`src/rtl/mac_pkg.sv`:
```
package mac_pkg;

    typedef enum logic [2:0] {
        OP_MUL   = 3'b000,
        OP_MLA   = 3'b001,
        OP_MLS   = 3'b010,
        OP_MULQ  = 3'b011,
        OP_UMULL = 3'b100,
        OP_UMLAL = 3'b101,
        OP_SMULL = 3'b110,
        OP_SMLAL = 3'b111
    } mac_op_e;

    typedef enum logic [1:0] {
        ST_IDLE = 2'd0,
        ST_CALC = 2'd1,
        ST_HOLD = 2'd2
    } mac_state_e;

    // Wide forms carry bit 2 of the op code.
    function automatic logic op_is_wide(input mac_op_e op);
        return op[2];
    endfunction

endpackage

```
`src/rtl/mac_fsm.sv`:
```
module mac_fsm
    import mac_pkg::*;
(
    input  logic clk,
    input  logic rst_n,
    input  logic req_valid,
    input  logic rsp_ready,
    output logic req_ready,
    output logic rsp_valid,
    output logic load_prod,
    output logic load_res
);

    mac_state_e state_q, state_d;

    always_ff @(posedge clk) begin
        if (!rst_n) begin
            state_q <= ST_IDLE;
        end else begin
            state_q <= state_d;
        end
    end

    always_comb begin
        state_d   = state_q;
        req_ready = 1'b0;
        rsp_valid = 1'b0;
        load_prod = 1'b0;
        load_res  = 1'b0;
        unique case (state_q)
            ST_IDLE: begin
                req_ready = 1'b1;
                if (req_valid) begin
                    load_prod = 1'b1;
                    state_d   = ST_CALC;
                end
            end
            ST_CALC: begin
                load_res = 1'b1;
                state_d  = ST_HOLD;
            end
            ST_HOLD: begin
                rsp_valid = 1'b1;
                if (rsp_ready) begin
                    state_d = ST_IDLE;
                end
            end
            default: begin
                state_d = ST_IDLE;
            end
        endcase
    end

endmodule

```
`src/rtl/mac_prod.sv`:
```
module mac_prod
    import mac_pkg::*;
#(
    parameter int W = 32
) (
    input  logic         clk,
    input  logic         rst_n,
    input  logic         load,
    input  mac_op_e      op,
    input  logic         setf,
    input  logic [W-1:0] rn,
    input  logic [W-1:0] rm,
    input  logic [W-1:0] ra,
    input  logic [W-1:0] acc_hi,
    input  logic [W-1:0] acc_lo,
    output logic [2*W-1:0] prod_u_q,
    output logic [2*W-1:0] prod_s_q,
    output mac_op_e      op_q,
    output logic         setf_q,
    output logic [W-1:0] ra_q,
    output logic [2*W-1:0] acc_q
);

    localparam int PW = 2 * W;

    logic [PW-1:0] rn_ext, rm_ext, prod_u_c, corr_rn, corr_rm, prod_s_c;

    // One unsigned array; the signed product removes 2^W * (other operand)
    // for each operand whose top bit is set.
    always_comb begin
        rn_ext   = {{W{1'b0}}, rn};
        rm_ext   = {{W{1'b0}}, rm};
        prod_u_c = rn_ext * rm_ext;
        corr_rn  = rn[W-1] ? {rm, {W{1'b0}}} : '0;
        corr_rm  = rm[W-1] ? {rn, {W{1'b0}}} : '0;
        prod_s_c = prod_u_c - corr_rn - corr_rm;
    end

    always_ff @(posedge clk) begin
        if (!rst_n) begin
            prod_u_q <= '0;
            prod_s_q <= '0;
            op_q     <= OP_MUL;
            setf_q   <= 1'b0;
            ra_q     <= '0;
            acc_q    <= '0;
        end else if (load) begin
            prod_u_q <= prod_u_c;
            prod_s_q <= prod_s_c;
            op_q     <= op;
            setf_q   <= setf;
            ra_q     <= ra;
            acc_q    <= {acc_hi, acc_lo};
        end
    end

endmodule

```
`src/rtl/mac_result.sv`:
```
module mac_result
    import mac_pkg::*;
#(
    parameter int W = 32
) (
    input  logic           clk,
    input  logic           rst_n,
    input  logic           load,
    input  logic [2*W-1:0] prod_u,
    input  logic [2*W-1:0] prod_s,
    input  mac_op_e        op,
    input  logic           setf,
    input  logic [W-1:0]   ra,
    input  logic [2*W-1:0] acc,
    output logic [W-1:0]   res_lo,
    output logic [W-1:0]   res_hi,
    output logic           ovf_u,
    output logic           ovf_s,
    output logic           flag_n,
    output logic           flag_z
);

    localparam int PW = 2 * W;

    logic [PW-1:0] wide_c;
    logic [W-1:0]  low_c;
    logic [W-1:0]  narrow_c;
    logic          ovf_u_c, ovf_s_c, flag_we;

    always_comb begin
        low_c    = prod_u[W-1:0];
        narrow_c = low_c;
        wide_c   = '0;
        unique case (op)
            OP_MUL:   narrow_c = low_c;
            OP_MULQ:  narrow_c = low_c;
            OP_MLA:   narrow_c = ra + low_c;
            OP_MLS:   narrow_c = ra - low_c;
            OP_UMULL: wide_c   = prod_u;
            OP_UMLAL: wide_c   = acc + prod_u;
            OP_SMULL: wide_c   = prod_s;
            OP_SMLAL: wide_c   = acc + prod_s;
            default:  narrow_c = low_c;
        endcase
        ovf_u_c = !op_is_wide(op) && (|prod_u[PW-1:W]);
        ovf_s_c = !op_is_wide(op) && (prod_s[PW-1:W] != {W{prod_s[W-1]}});
        flag_we = load && (op == OP_MUL) && setf;
    end

    always_ff @(posedge clk) begin
        if (!rst_n) begin
            res_lo <= '0;
            res_hi <= '0;
            ovf_u  <= 1'b0;
            ovf_s  <= 1'b0;
        end else if (load) begin
            res_lo <= op_is_wide(op) ? wide_c[W-1:0]  : narrow_c;
            res_hi <= op_is_wide(op) ? wide_c[PW-1:W] : '0;
            ovf_u  <= ovf_u_c;
            ovf_s  <= ovf_s_c;
        end
    end

    always_ff @(posedge clk) begin
        if (!rst_n) begin
            flag_n <= 1'b0;
            flag_z <= 1'b0;
        end else if (flag_we) begin
            flag_n <= narrow_c[W-1];
            flag_z <= (narrow_c == '0);
        end
    end

endmodule

```
`src/rtl/mac_unit.sv`:
```
module mac_unit
    import mac_pkg::*;
#(
    parameter int W = 32
) (
    input  logic         clk,
    input  logic         rst_n,
    input  logic         req_valid,
    output logic         req_ready,
    input  logic [2:0]   req_op,
    input  logic         req_setflags,
    input  logic [W-1:0] req_rn,
    input  logic [W-1:0] req_rm,
    input  logic [W-1:0] req_ra,
    input  logic [W-1:0] req_acc_hi,
    input  logic [W-1:0] req_acc_lo,
    output logic         rsp_valid,
    input  logic         rsp_ready,
    output logic [W-1:0] rsp_lo,
    output logic [W-1:0] rsp_hi,
    output logic         rsp_ovf_u,
    output logic         rsp_ovf_s,
    output logic         flag_n,
    output logic         flag_z
);

    localparam int PW = 2 * W;

    logic          load_prod, load_res;
    logic [PW-1:0] prod_u_q, prod_s_q, acc_q;
    mac_op_e       op_q;
    logic          setf_q;
    logic [W-1:0]  ra_q;

    mac_fsm u_fsm (
        .clk       (clk),
        .rst_n     (rst_n),
        .req_valid (req_valid),
        .rsp_ready (rsp_ready),
        .req_ready (req_ready),
        .rsp_valid (rsp_valid),
        .load_prod (load_prod),
        .load_res  (load_res)
    );

    mac_prod #(.W(W)) u_prod (
        .clk      (clk),
        .rst_n    (rst_n),
        .load     (load_prod),
        .op       (mac_op_e'(req_op)),
        .setf     (req_setflags),
        .rn       (req_rn),
        .rm       (req_rm),
        .ra       (req_ra),
        .acc_hi   (req_acc_hi),
        .acc_lo   (req_acc_lo),
        .prod_u_q (prod_u_q),
        .prod_s_q (prod_s_q),
        .op_q     (op_q),
        .setf_q   (setf_q),
        .ra_q     (ra_q),
        .acc_q    (acc_q)
    );

    mac_result #(.W(W)) u_result (
        .clk    (clk),
        .rst_n  (rst_n),
        .load   (load_res),
        .prod_u (prod_u_q),
        .prod_s (prod_s_q),
        .op     (op_q),
        .setf   (setf_q),
        .ra     (ra_q),
        .acc    (acc_q),
        .res_lo (rsp_lo),
        .res_hi (rsp_hi),
        .ovf_u  (rsp_ovf_u),
        .ovf_s  (rsp_ovf_s),
        .flag_n (flag_n),
        .flag_z (flag_z)
    );

endmodule

```
`config.mk`:
```
export PLATFORM = sky130hd
export DESIGN_NAME = mac_unit
export DESIGN_NICKNAME = d
export VERILOG_FILES = /design/src/rtl/mac_pkg.sv /design/src/rtl/mac_fsm.sv /design/src/rtl/mac_prod.sv /design/src/rtl/mac_result.sv /design/src/rtl/mac_unit.sv
export SDC_FILE = /design/constraint.sdc
export NUM_CORES = 2
export LEC_CHECK = 0
export ABC_AREA = 1
export BUFFER_PORTS_ARGS = -buffer_cell sky130_fd_sc_hd__buf_2
export CAP_MARGIN = 10
export CORE_AREA = 8 8 356 289
export DETAILED_ROUTE_END_ITERATION = 8
export DIE_AREA = 0 0 364 297
export GPL_TIMING_DRIVEN = 0
export PLACE_DENSITY = 0.84
export SLEW_MARGIN = 10
export SYNTH_ARGS = -nofsm -noshare
export SYNTH_HDL_FRONTEND = slang
export SYNTH_SLANG_ARGS = --single-unit
export TNS_END_PERCENT = 10
```
`constraint.sdc`:
```
create_clock -name clk -period 9.8 [get_ports clk]
set_clock_uncertainty 0.1 [all_clocks]
set_input_delay 0.49 -clock clk [delete_from_list [all_inputs] [get_ports clk]]
set_output_delay 0.49 -clock clk [all_outputs]
set_load 0.1 [all_outputs]
```
==> results <==
- The number of cells on the worst reg-to-reg path is 23.
- Among the stages of the critical path, the cell type that occurs most often is sky130_fd_sc_hd__fa_1.
- The time the final worst path needs with I/O delays and setup is 9714 ps.
- The fmax is between 0.1 and 0.15 GHz.
- The critical path endpoint category is a flop.
- The global route total overflow is 0.
- The setup TNS is 0 ps.
- In this run the cell area of the synthesized design comes to just under 60000 sq um.
- The startpoint type of the worst setup path is an input port.
- Buffers placed on the I/O ports in this run total between 200 and 250.
- The effective utilization at floorplan is 59.34%.
- For the worst setup path, the data arrival time is 10080 ps.
- The top-level I/O count is ~240.
- The post-synthesis register bit count is 293.
- The mean instance size in the synthesized netlist is roughly 7 sq um.
- At the end of routability-driven placement, the weighted congestion stood at 1.098.
- The final design utilization is 64.32%.
- The worst hold endpoint is u_prod.acc_q[24]$_SDFFE_PN0P_.
- The buffer levels on the longest clock path is 3.
- The via count of the first global-routing pass is approximately 59000.
- The post-route netlist has under 10% of its cells at a drive strength greater than 1.
- Yosys mapped a number of flops with a built-in enable equal to 0.
- The detailed router finished its first iteration with 9627 violations.
- The worst setup slack for register-to-register paths is 3190 ps.
- The count of nets left with antenna violations once routing finished came out at 0.
- The worst setup path is of the in2reg kind.
- TritonCTS built the clock tree.
- The synthesized design devotes to its leading area cell type 32.21% of total area.
- For this run, the post-layout net count is 10091.
- The later-pin clock latency in the skew report is between 600 and 700 ps.
- The net count of the mapped netlist is 9817.
- The biggest cell delay along the critical path is between 600 and 700 ps.
- The CTS sink count is 293.
- For this run, the detailed router's first-pass iteration total came to 7.
- The core region area is 97300 sq um.
- The destination of the worst register-to-register timing path is u_result.res_hi[8]$_SDFFE_PN0N_.
- The slew at the pin closest to its max-slew limit is 1361 ps.
- The tool flagged a number of max-cap violations equal to 0.
- The number of instances on the worst hold path is 3.
- The worst slew slack as a fraction of its limit is 9.270%.
- The critical register-to-register path startpoint is u_prod.op_q[0]$_SDFFE_PN0P_.
- The number of cells produced by synthesis is 8331.
- CTS built an H-tree with a depth of 1.
- The part of the cycle the worst path needs is 99.12%.
- The detailed router put a total of 97.50 mm of wire on met1.
- The unique cell type count in the Yosys netlist is 62.
- The filler cell count in the final layout is 8830.
- In the routed design, unresolved DRC markers number 0.
- Wire segments on met3 add up to 48.70 mm in the final route.
- The top metal layer carrying routed signals is met5.
- The combined global-route utilization of all metal layers is roughly 48%.
- The hold violation total from the final report is 0.
- The root buffer cell is sky130_fd_sc_hd__clkbuf_16.
- The most common flop cell mapped by yosys is sky130_fd_sc_hd__dfxtp_1.
- The initial antenna violation count was 13.
- In this run the vertical extent of the chip is 297 um.
- The count of final setup violators is 0.
- The horizontal die dimension is 364 um.
- The wire length of the first global-routing pass is between 300 and 400 mm.
- Wires add up to 265.2 mm.
- Clock tree synthesis inserted a total of 27 buffers.
- The initialized floorplan defines roughly 100 standard-cell rows.
- Entering global routing, the biggest net connects 16 pins.
- The fraction of registers with async set or reset after synthesis is 0%.
- The number of vias per cell is 6.015.
- The min-delay analysis places its worst path in the category in2reg.
- The die area is between 100000 and 150000 sq um.
- After detailed routing, the average wire length per cell comes to roughly 27 um.
- The cell type with the largest total area after synthesis is sky130_fd_sc_hd__fa_1.
- The post-synthesis to final-layout area growth is 8.389%.
- The total number of vias is 59786.
- In the post-synthesis netlist, the biggest area contributors are sky130_fd_sc_hd__fa_1 32%, sky130_fd_sc_hd__nand2_1 14%, sky130_fd_sc_hd__inv_1 14%.
- The worst hold path begins at req_acc_lo[24].
- Data on the critical path is required at its endpoint by just over 10000 ps.
- During synthesis, Yosys emitted a total of 0 warnings.
- The number of slew-limit violations in the final report is 0.
- The flow ran to the end, and the final reports show no timing, DRC or antenna violations.
- Wire segments on met2 add up to 101.8 mm in the final route.
- The post-synthesis sequential area ratio is 10.16%.
- The clock-pin slew on the worst setup and hold paths is 90 ps.
- Along the worst path, the maximum fanout reaches 10.
- The slowest stage of the critical path is the sky130_fd_sc_hd__fa_1 cell.
- After legalization and detailed placement, the total HPWL measured approximately 220 mm.
flip-flops by register name (all words and copies together) (netlist names):
signal,cells
u_prod.ra_q,32
u_result.flag_n,1
u_result.ovf_u,1
u_result.ovf_s,1
u_prod.prod_s_q,64
u_result.res_hi,32
u_prod.op_q,3
u_prod.prod_u_q,59
u_prod.setf_q,1
u_fsm.state_q,2
u_result.res_lo,32
u_result.flag_z,1
u_prod.acc_q,64
synth_stat cells (all sizes together), types with 29 or more instances:
cell    number
a21oi      432
a31oi       46
clkbuf     306
dfxtp      293
fa         929
ha         389
inv       2120
nand2     2128
nand3      232
nand4       50
nor2       586
nor3        35
nor4        30
o21ai      431
o21bai      29
xnor2       29
xor2        69
per-stage QoR:
step                      instances  instance area, sq um  hold slack, ps  setup WS [ps]
after floorplan                8331                 57740           333.1           1060
final                          9939                 62580           25.13          85.94
after detailed placement       9880                 60570           353.2          -1419
after global placement         9880                 60570           347.8          -1292
after global routing           9935                 62570           40.43         -65.00
after CTS                      9926                 61720           17.52         0.6564
area by class of cell:
cell class	instances	area, sq um	share of cell area (%)
Sequential cell	293	5866	9.373
Tap cell	1312	1642	2.623
Inverter	2121	7961	12.72
Clock buffer	35	755.7	1.208
Antenna cell	4	10.01	0.01599
Buffer	333	1979	3.163
Multi-Input combinational cell	5583	42920	68.59
Timing Repair Buffer	246	1282	2.049
Clock inverter	12	160.2	0.2559
cell families after synthesis:
family / count (synthesis) / share of synthesized area [%]
simple gates: 3112 / 21.64
buf+inv: 2455 / 16.07
xor+xnor: 98 / 1.500
compound gates: 1054 / 9.971
fa+ha+maj: 1318 / 40.64
flops: 293 / 10.16
mux: 1 / 0.01950
cell usage in the layout (no fill, tap or decap), types with 36 or more instances in the layout:
cell	instances
sky130_fd_sc_hd__nor2_1	573
sky130_fd_sc_hd__ha_1	375
sky130_fd_sc_hd__inv_1	2109
sky130_fd_sc_hd__fa_1	926
sky130_fd_sc_hd__a31oi_1	46
sky130_fd_sc_hd__o21ai_0	398
sky130_fd_sc_hd__clkbuf_1	128
sky130_fd_sc_hd__buf_6	36
sky130_fd_sc_hd__nand2_1	2120
sky130_fd_sc_hd__buf_4	44
sky130_fd_sc_hd__xor2_1	65
sky130_fd_sc_hd__nand3_1	225
sky130_fd_sc_hd__clkbuf_4	53
sky130_fd_sc_hd__a21oi_1	406
sky130_fd_sc_hd__clkbuf_2	53
sky130_fd_sc_hd__nand4_1	50
sky130_fd_sc_hd__buf_2	249
sky130_fd_sc_hd__dfxtp_1	293
critical path, delay by kind of cell:
family,cells,cell delay [ps]
AOI/OAI and AO/OA,13,2540
xor gates and xnor gates,1,210
adders and majority gates,11,5320
buffers and inverters,6,950
and+or+nand+nor,4,530
layer usage:
metal | track usage (%) | vias to the layer above
met3 | 23.59 | 1062
met2 | 64.36 | 4917
met1 | 63.29 | 28489
met4 | 22.60 | 25
met5 | 1.048 | -
li1 | - | 25293
how the worst max path moves through the flow:
stage               start  slack [ps]                          endpoint  depth (start not counted)
2_1_floorplan  req_rm[17]        1060  u_prod.prod_s_q[61]$_SDFFE_PN0P_                         41
3_3_place_gp   req_rn[15]       -1290  u_prod.prod_s_q[56]$_SDFFE_PN0P_                         35
3_5_place_dp   req_rn[15]       -1420  u_prod.prod_s_q[56]$_SDFFE_PN0P_                         35
4_1_cts        req_rm[13]         0.7  u_prod.prod_s_q[61]$_SDFFE_PN0P_                         39
5_1_grt        req_rm[16]         -60  u_prod.prod_s_q[58]$_SDFFE_PN0P_                         46
6_report       req_rm[16]          90  u_prod.prod_s_q[56]$_SDFFE_PN0P_                         35
what timing repair did:
action | in CTS | in global routing
gates resized for setup | 153 | 517
hold buffers | 0 | 0
setup endpoints to repair | 25 | 26
pin swaps | 0 | 12
gates cloned | 0 | 0
setup buffers | 0 | 9
Power is left out: the tool's default activity adds up to more than one toggle a clock period on the data nets, which glitch-free logic cannot reach.
